`src/rtl/sb_pkg.sv`:
```
package sb_pkg;
  localparam int SB_NUM_SRC = 2;
  localparam int SB_NUM_WP  = 2;
endpackage

```
`src/rtl/sb_src_check.sv`:
```
module sb_src_check #(
  parameter int NREG = 64,
  parameter int AW   = $clog2(NREG),
  parameter int NWP  = 2
) (
  input  logic              clk,
  input  logic              rst,
  input  logic [AW-1:0]     src_idx,
  input  logic              src_use,
  input  logic [NREG-1:0]   busy,
  input  logic [NWP-1:0]    wb_en,
  input  logic [NWP*AW-1:0] wb_reg,
  output logic              src_ok
);
  logic [NWP-1:0] hit;
  logic           bypass;
  logic           is_zero;

  generate
    for (genvar k = 0; k < NWP; k++) begin : g_port
      assign hit[k] = wb_en[k] && (wb_reg[k*AW +: AW] == src_idx);
    end
  endgenerate

  assign bypass  = |hit;
  assign is_zero = (src_idx == '0);

  always_comb begin
    if (!src_use || is_zero) src_ok = 1'b1;
    else                     src_ok = !busy[src_idx] || bypass;
  end

  assert_stall_R4: assert property (@(posedge clk) disable iff (rst)
    (src_use && busy[src_idx] && (wb_en == '0)) |-> !src_ok);
  assert_bypass_R5: assert property (@(posedge clk) disable iff (rst)
    (src_use && wb_en[0] && (wb_reg[AW-1:0] == src_idx)) |-> src_ok);
  assert_unused_R6: assert property (@(posedge clk) disable iff (rst)
    !src_use |-> src_ok);
  assert_zero_R7: assert property (@(posedge clk) disable iff (rst)
    (src_idx == '0) |-> src_ok);
endmodule

```
`src/rtl/sb_busy_bank.sv`:
```
module sb_busy_bank #(
  parameter int NREG = 64,
  parameter int AW   = $clog2(NREG),
  parameter int NWP  = 2
) (
  input  logic              clk,
  input  logic              rst,
  input  logic              set_en,
  input  logic [AW-1:0]     set_idx,
  input  logic [NWP-1:0]    clr_en,
  input  logic [NWP*AW-1:0] clr_idx,
  output logic [NREG-1:0]   busy
);
  assign busy[0] = 1'b0;

  generate
    for (genvar i = 1; i < NREG; i++) begin : g_reg
      logic [NWP-1:0] clr_hit;
      logic           set_hit;
      logic           flag_q;
      for (genvar k = 0; k < NWP; k++) begin : g_clr
        assign clr_hit[k] = clr_en[k] && (clr_idx[k*AW +: AW] == AW'(i));
      end
      assign set_hit = set_en && (set_idx == AW'(i));
      always_ff @(posedge clk) begin
        if (rst)            flag_q <= 1'b0;
        else if (set_hit)   flag_q <= 1'b1;
        else if (|clr_hit)  flag_q <= 1'b0;
      end
      assign busy[i] = flag_q;
    end
  endgenerate

  assert_reset_R1: assert property (@(posedge clk)
    rst |=> (busy == '0));
  assert_set_R2: assert property (@(posedge clk) disable iff (rst)
    (set_en && (set_idx != '0)) |=> busy[$past(set_idx)]);

  generate
    for (genvar k = 0; k < NWP; k++) begin : g_chk
      assert_clear_R3: assert property (@(posedge clk) disable iff (rst)
        (clr_en[k] && !(set_en && (set_idx == clr_idx[k*AW +: AW])))
        |=> !busy[$past(clr_idx[k*AW +: AW])]);
      assert_setwins_R8: assert property (@(posedge clk) disable iff (rst)
        (clr_en[k] && set_en && (set_idx == clr_idx[k*AW +: AW]) && (set_idx != '0))
        |=> busy[$past(set_idx)]);
    end
  endgenerate
endmodule

```
`src/rtl/regscore_top.sv`:
```
module regscore_top #(
  parameter int NREG = 64,
  parameter int AW   = $clog2(NREG),
  parameter int NWP  = sb_pkg::SB_NUM_WP
) (
  input  logic              clk,
  input  logic              rst,
  input  logic              issue_req,
  input  logic [AW-1:0]     src_a,
  input  logic              src_a_use,
  input  logic [AW-1:0]     src_b,
  input  logic              src_b_use,
  input  logic [AW-1:0]     dst,
  input  logic              dst_use,
  input  logic [NWP-1:0]    wb_en,
  input  logic [NWP*AW-1:0] wb_reg,
  output logic              ops_ready,
  output logic              issue_grant,
  output logic [NREG-1:0]   busy_vec
);
  localparam int NSRC = sb_pkg::SB_NUM_SRC;

  logic [AW-1:0]   src_idx [NSRC];
  logic [NSRC-1:0] src_use;
  logic [NSRC-1:0] src_ok;
  logic            set_en;

  assign src_idx[0] = src_a;
  assign src_idx[1] = src_b;
  assign src_use    = {src_b_use, src_a_use};

  generate
    for (genvar s = 0; s < NSRC; s++) begin : g_src
      sb_src_check #(.NREG(NREG), .AW(AW), .NWP(NWP)) chk_i (
        .clk     (clk),
        .rst     (rst),
        .src_idx (src_idx[s]),
        .src_use (src_use[s]),
        .busy    (busy_vec),
        .wb_en   (wb_en),
        .wb_reg  (wb_reg),
        .src_ok  (src_ok[s])
      );
    end
  endgenerate

  assign ops_ready   = &src_ok;
  assign issue_grant = issue_req && ops_ready;
  assign set_en      = issue_grant && dst_use;

  sb_busy_bank #(.NREG(NREG), .AW(AW), .NWP(NWP)) bank_i (
    .clk     (clk),
    .rst     (rst),
    .set_en  (set_en),
    .set_idx (dst),
    .clr_en  (wb_en),
    .clr_idx (wb_reg),
    .busy    (busy_vec)
  );

  assert_nogrant_R9: assert property (@(posedge clk) disable iff (rst)
    (!issue_grant && (wb_en == '0)) |=> (busy_vec == $past(busy_vec)));
  assert_hold_R4: assert property (@(posedge clk) disable iff (rst)
    (issue_req && !ops_ready && (wb_en == '0)) |=> $stable(busy_vec));
endmodule

```
`config.mk`:
```
export PLATFORM = sky130hd
export DESIGN_NAME = regscore_top
export DESIGN_NICKNAME = d
export VERILOG_FILES = /design/src/rtl/sb_pkg.sv /design/src/rtl/sb_src_check.sv /design/src/rtl/sb_busy_bank.sv /design/src/rtl/regscore_top.sv
export SDC_FILE = /design/constraint.sdc
export NUM_CORES = 1
export LEC_CHECK = 0
export ABC_AREA = 1
export CORE_AREA = 2 2 151 153
export DETAILED_ROUTE_END_ITERATION = 10
export DIE_AREA = 0 0 153 155
export PLACE_DENSITY_LB_ADDON = 0.2
export SETUP_SLACK_MARGIN = 0.5
export SYNTH_ARGS = -nofsm -noshare
export SYNTH_HDL_FRONTEND = slang
export SYNTH_SLANG_ARGS = --single-unit
```
`constraint.sdc`:
```
create_clock -name clk -period 2.1 [get_ports clk]
set_clock_uncertainty 0.05 [all_clocks]
set_input_delay 0.315 -clock clk [delete_from_list [all_inputs] [get_ports clk]]
set_output_delay 0.315 -clock clk [all_outputs]
set_load 0.1 [all_outputs]
```
==> impl_metrics.csv, run 1 <==
group,metric,value,unit
run_status,status,"complete, but fails checks",
run_status,violations,"negative setup slack",
global_routing,first_global_vias,7509,
floorplan,die_x,153,um
power,finalPower,3.993,mW
cells_and_area,regMostFlops,"bank_i.g.flag_q",
cts,postCtsHoldBufs,0,
placed_design,place_congestion,0.9532,
power,p_comb_share,33.7,%
routing,drtAntennaViolNets,0,
worst_hold_path,hold_start,"dst_use",
critical_path,cp_max_fo,2,
critical_path,cp_data_required_time,1.74,ns
critical_path,startpoint,"bank_i.g_reg[29].flag_q",
sta,holdWs,0.3658,ns
run,drv_cap,0,
floorplan,rows,55,
synth,yosysTopAreaCell,"dfxtp_1",
floorplan,die_h,155,um
sta,min_period,2.315,ns
sta,maxSlewViolCount,0,
sta,tns,-8.307,ns
cts,cts_root_buffer,"clkbuf_16",
synth,synthesis.nets,1029,
cells_and_area,nets,1216,
sta,worstMarginPinSlew,0.5320,ns
cells_and_area,areaGrowthSynthToFinish,43.22,%
power,p_leak,4.010,nW
cts,cts_buffers,9,
synth,yosysSeqAreaShare,19.33,%
routing,firstDrtPassIters,8,
synth,syn_inst,991,
routing,via_count,7725,
power,irDropWorstVdd,367.9,uV
routing,wl,30670,um
sta,fmax,431.9,MHz
power,power.internal,2.641,mW
sta,setup_viol,63,
cts,cts_tree,"done",
routing,drc,0,
power,power.density,427.3,mW/mm2
critical_path,critical_path_class,"reg -> out",
routing,wl_per_cell,20.89,um
sta,hold_viol,0,
power,seq_power_share,30.1,%
synth,synth_top_area_share,19.33,%
power,power_switching,1.352,mW
cts,clk_path_buf_depth,2,
sta,relSlewSlack,64.54,%
global_routing,grt_overflow,0,
cells_and_area,antenna_cells,0,
critical_path,crit_path_end_kind,"output pin",
sta,setup_ws,-0.2152,ns
synth,synth.ff_latch_count,63,
critical_path,cp-start-kind,"flop",
floorplan,top_level_ports,104,
floorplan,die-area,0.02372,mm2
synth,async_reset_ff_share,0,%
global_routing,grt_first_pass_wirelength,45060,um
power,clkPwrFrac,36.2,%
cts,clk_pin_slew,0.06,ns
cts,worstSkewPairLatency,0.35,ns
floorplan,initial_core_util,29.36,%
sta,post-route-period-util,110.2,%
global_routing,grt_util_all_layers,25.20,%
routing,viasPerCell,5.262,
routing,drtIter0Drc,737,
cts,htreeDepth,3,
worst_hold_path,hold_path_class,"in -> reg",
placed_design,port_buffers,102,
cells_and_area,nFillCells,2384,
critical_path,r2r_start,"bank_i.g_reg[24].flag_q",
synth,synth.most_common_cell,"nand2_1",
synth,ys_warn_count,0,
synth,synthFlopType,"dfxtp_1",
synth,synth_area_leaders,"dfxtp_1 19%, nand2_1 13%, nand3_2 9.5%, buf_4 9.0%, a21oi_2 7.9%",
global_routing,grt_antenna_before_repair,0,
synth,syn_area,0.006525,mm2
global_routing,grt_max_degree,32,
cells_and_area,top_regs,"bank_i.g.flag_q (63)",
placed_design,dp_hpwl,23100,um
floorplan,design.core.area,0.02223,mm2
synth,synth-edff-count,0,
cells_and_area,largest_register_ffs,63,
critical_path,crit_arrival,1.95,ns
power,swShare,33.86,%
cts,cts.sinks,63,
cells_and_area,drive_gt1_share,39.90,%
synth,synthDistinctLibCells,40,
synth,avgSynthCellArea,6.584,um2
synth,synth_common_cells,"220 x nand2_1, 135 x nor2_1, 118 x inv_1",
sta,rsz0062_at_grt,"yes",
[metrics by stage]
step / area (um2) / utilization (%) / worst slack (ns) / cells
finish: 9345 / 42.04 / -0.2152 / 1468
global route: 9345 / 42.04 / -0.3060 / 1468
detailed placement: 8290 / 37.30 / -0.7056 / 1420
floorplan: 6548 / - / 0.01592 / 991
CTS: 9244 / 41.59 / -0.2215 / 1465
global placement: 8290 / 37.30 / -0.7462 / 1420
[power by group through the flow]
stage	sequential, mW	clock (mW)	combinational (mW)
after global routing	1.20	1.49	1.42
final	1.20	1.45	1.34
after detailed placement	1.23	0	1.07
after global placement	1.23	0	1.08
after CTS	1.20	1.45	1.29
after floorplan	1.23	0	0.646
[kinds of logic (layout without fill, tap and decap cells)]
logic type	count (synthesis)	after routing	share of synthesized area (%)
AO/OA/AOI/OAI	155	155	20.12
XOR/XNOR	3	3	0.4028
flip-flops	63	63	19.33
other	1	1	0.05747
AND/OR/NAND/NOR	524	524	38.64
buffers and inverters	245	437	21.46
[what timing repair did]
action,CTS,global route
setup endpoints to repair,65,66
setup buffers,17,2
pin swaps,33,14
gates resized for setup,102,18
gates cloned,12,1
[final cells by class]
type | instances | area (um2) | share of cell area (%)
clock buffers | 13 | 260.3 | 2.785
clock inverters | 3 | 17.52 | 0.1874
inverters | 124 | 491.7 | 5.262
multi-input cells | 683 | 4005 | 42.86
flip-flops and latches | 63 | 1275 | 13.64
well taps | 285 | 356.6 | 3.816
repair buffers | 297 | 2939 | 31.45
[cell usage in the layout, fill, tap and decap left out, drive strengths merged, types with 14 or more instances in the layout]
| cell type | n |
|---|---|
| a21oi | 73 |
| a221o | 37 |
| buf | 262 |
| clkbuf | 14 |
| clkdlybuf4s50 | 15 |
| dfxtp | 63 |
| inv | 122 |
| nand2 | 222 |
| nand3 | 149 |
| nor2 | 137 |
| o221ai | 20 |
[worst max-delay path, cell delays in order (launching register included)]
cell        delay [ns]
dfxtp_2           0.36
inv_1             0.07
nand2_1           0.07
nand3_2           0.09
nand3_2           0.09
nand3_2           0.13
nand2_1           0.10
nand2_1           0.07
nand2_1           0.08
inv_2             0.03
nand2_1           0.06
nand2_2           0.06
nand2_4           0.10
clkinvlp_4        0.12
buf_12            0.18
[worst paths after layout]
path | cells after the start | slack (ns) | end
setup / recovery | 14 | -0.22 | ops_ready
hold / removal | 3 | 0.37 | bank_i.g_reg[24].flag_q
setup reg to reg | 18 | -0.15 | bank_i.g_reg[43].flag_q
hold reg to reg | 2 | 0.50 | bank_i.g_reg[6].flag_q
[layer usage]
layer | global-route usage, % | wire length [um] | vias up
met5 | 0 | 0 | -
met4 | 9.744 | 1159 | 0
met3 | 4.039 | 2441 | 80
met2 | 41.47 | 14290 | 385
met1 | 33.19 | 12780 | 3663
li1 | - | - | 3597
Note: power is estimated with default switching activity, not from simulation.
==> run 2: changes to the inputs <==
--- a/config.mk
+++ b/config.mk
@@ -6,6 +6,7 @@
 export NUM_CORES = 1
 export LEC_CHECK = 0
 export ABC_AREA = 1
+export CAP_MARGIN = 20
 export CORE_AREA = 2 2 151 153
 export DETAILED_ROUTE_END_ITERATION = 10
 export DIE_AREA = 0 0 153 155
==> constraint.sdc (replaced) <==
create_clock -name clk -period 1.9 [get_ports clk]
set_clock_uncertainty 0.05 [all_clocks]
set_input_delay 0.285 -clock clk [delete_from_list [all_inputs] [get_ports clk]]
set_output_delay 0.285 -clock clk [all_outputs]
set_load 0.1 [all_outputs]
==> run 2 against run 1 <==
Effect of this change: the flow still finishes with violations (negative setup slack); critical path depth up 1; register-to-register slack worse by 0.12 ns; largest power group unchanged; critical path type unchanged; final cell count is 3.7% higher; power is 15% higher.
==> impl_metrics.csv, run 2 (synthesis results as in run 1) <==
group,metric,value,unit
cells_and_area,largest_register_ffs,63,
routing,firstDrtPassIters,6,
floorplan,die-area,0.02372,mm2
cts,worstSkewPairLatency,0.34,ns
critical_path,crit_path_end_kind,"output pin",
run_status,status,"complete, but fails checks",
cts,clk_path_buf_depth,2,
sta,tns,-13.44,ns
critical_path,critical_path_class,"reg -> out",
placed_design,port_buffers,102,
critical_path,critical_path.max_stage_delay,0.33,ns
cells_and_area,mostFrequentLayoutCell,"nand2_1",
critical_path,crit_family,"simple AND/OR/NAND/NOR gates",
routing,via_count,7791,
cells_and_area,top_regs,"bank_i.g.flag_q (63)",
power,p_leak,4.405,nW
routing,drtAntennaViolNets,0,
sta,hold_viol,0,
critical_path,worst-path-buf-inv,3,
run_status,violations,"negative setup slack",
placed_design,dp.cells,1468,
routing,drc,0,
cts,cts_tree,"done",
cells_and_area,final_cell_mix,"209 x nand2_1, 202 x buf_4, 132 x nor2_1",
placed_design,place_congestion,1.020,
cells_and_area,antenna_cells,0,
worst_hold_path,hold_path_class,"in -> reg",
cells_and_area,design_area,0.01043,mm2
floorplan,design.core.area,0.02223,mm2
sta,rsz0062_at_grt,"yes",
cts,clk_pin_slew,0.06,ns
cts,cts_buffers,9,
power,irDropWorstVdd,340.1,uV
global_routing,grt_max_degree,30,
cts,htreeDepth,3,
critical_path,critical_path.most_common_cell,"nand2_1",
global_routing,grt_overflow,0,
floorplan,rows,55,
cells_and_area,areaGrowthSynthToFinish,59.88,%
cts,cts_root_buffer,"clkbuf_16",
critical_path,slowest_stage,"dfxtp_2",
critical_path,cp_data_required_time,1.56,ns
power,power.density,440.4,mW/mm2
floorplan,top_level_ports,104,
placed_design,dp_hpwl,23150,um
critical_path,cp-start-kind,"flop",
critical_path,crit_chain,"inv_2 > nand2_1 > nand3_1 > nand2_1 > nand2_1 > nand2_1 > nor2_1 > nand2_1 > nand3_2 > nand2_2 > nand2_2 > nand2_4 > nor2_8 > buf_6 > buf_12",
sta,setup_viol,64,
run,drv_cap,0,
global_routing,grt_antenna_before_repair,0,
global_routing,first_global_vias,7425,
critical_path,crit_arrival,1.92,ns
cells_and_area,drive_gt1_share,49.52,%
floorplan,die_x,153,um
routing,viasPerCell,5.116,
cells_and_area,regMostFlops,"bank_i.g.flag_q",
routing,drtIter0Drc,773,
placed_design,dpl_cell_area,0.009064,mm2
routing,wl_per_cell,19.60,um
floorplan,initial_core_util,29.36,%
global_routing,grt_first_pass_wirelength,43690,um
sta,min_period,2.253,ns
cells_and_area,nets,1271,
sta,post-route-period-util,118.6,%
routing,wl,29860,um
sta,maxSlewViolCount,0,
global_routing,grt_util_all_layers,24.07,%
critical_path,cp_max_fo,2,
floorplan,die_h,155,um
cells_and_area,fin_cells,1523,
sta,fmax,443.8,MHz
cts,cts.sinks,63,
sta,setup_ws,-0.3532,ns
## run 2: cell count changes in the layout (fill, tap and decap cells not counted), moves of 5 or more
cell	change
buf_12	+34
buf_16	-8
buf_4	-15
buf_6	+43
dfxtp_1	-45
dfxtp_2	+39
dfxtp_4	+6
inv_1	-28
inv_2	+23
inv_4	+5
nand2_1	-7
nand2_2	+7
nand3_2	-8
nand3_4	+11
## run 2: through the flow
stage                     hold WS, ns  util, %  worst slack [ns]  power [mW]
after floorplan                0.4315        -           -0.1241       2.071
after global placement         0.5334    40.78           -0.8032       2.517
after global routing           0.2585    46.94           -0.4453       4.736
final                          0.2463    46.94           -0.3532       4.594
after detailed placement       0.5138    40.78           -0.8425       2.518
after CTS                      0.2336    44.39           -0.3749       4.452
## run 2: power breakdown
part	switching (mW)	internal [mW]
clock	0.653	1.22
sequential	0.00449	1.32
combinational	0.813	0.588
total	1.47	3.12
## run 2: worst register-to-register path, stage by stage, from the launching register on
cell	delay, ns
dfxtp_2	0.33
inv_2	0.09
nand2_1	0.06
nand3_1	0.06
nand2_1	0.07
nand2_1	0.08
nand2_1	0.05
nor2_1	0.11
nand2_1	0.07
nand3_2	0.08
nand2_2	0.05
nand2_2	0.07
nand2_4	0.08
nor2_8	0.11
buf_4	0.13
buf_12	0.14
buf_12	0.12
clkbuf_16	0.15
nand3_2	0.08
a21oi_2	0.13
## run 2: final timing paths
check	startpoint	end	slack (ns)	depth (start not counted)
max reg2reg	bank_i.g_reg[53].flag_q	bank_i.g_reg[51].flag_q	-0.27	19
min reg2reg	bank_i.g_reg[58].flag_q	bank_i.g_reg[58].flag_q	0.50	2
max	bank_i.g_reg[53].flag_q	issue_grant	-0.35	15
min	rst	bank_i.g_reg[35].flag_q	0.25	2
## run 2: what timing repair did
action | 4_1_cts | 5_1_grt
pin swaps | 23 | 32
gates resized for setup | 180 | 91
hold buffers | 0 | 0
cloned | 6 | 4
setup endpoints to repair | 88 | 89
setup buffers | 15 | 14
## run 2: per-layer routing
layer / vias up / share of wire (%) / global-route usage, %
met4: 0 / 4.0 / 9.524
met3: 69 / 6.4 / 3.593
met2: 357 / 48 / 41.38
li1: 3703 / - / -
met1: 3662 / 41 / 30.38
met5: - / 0 / 0
## run 2: cell type report
class	count	area, um2
timing repair buffer	352	3776
clock buffer	11	252.7
tap	285	356.6
sequential	63	1346
multi-input combinational	683	4120
fill	2257	11800
inverter	124	500.5
clock inverter	5	80.08
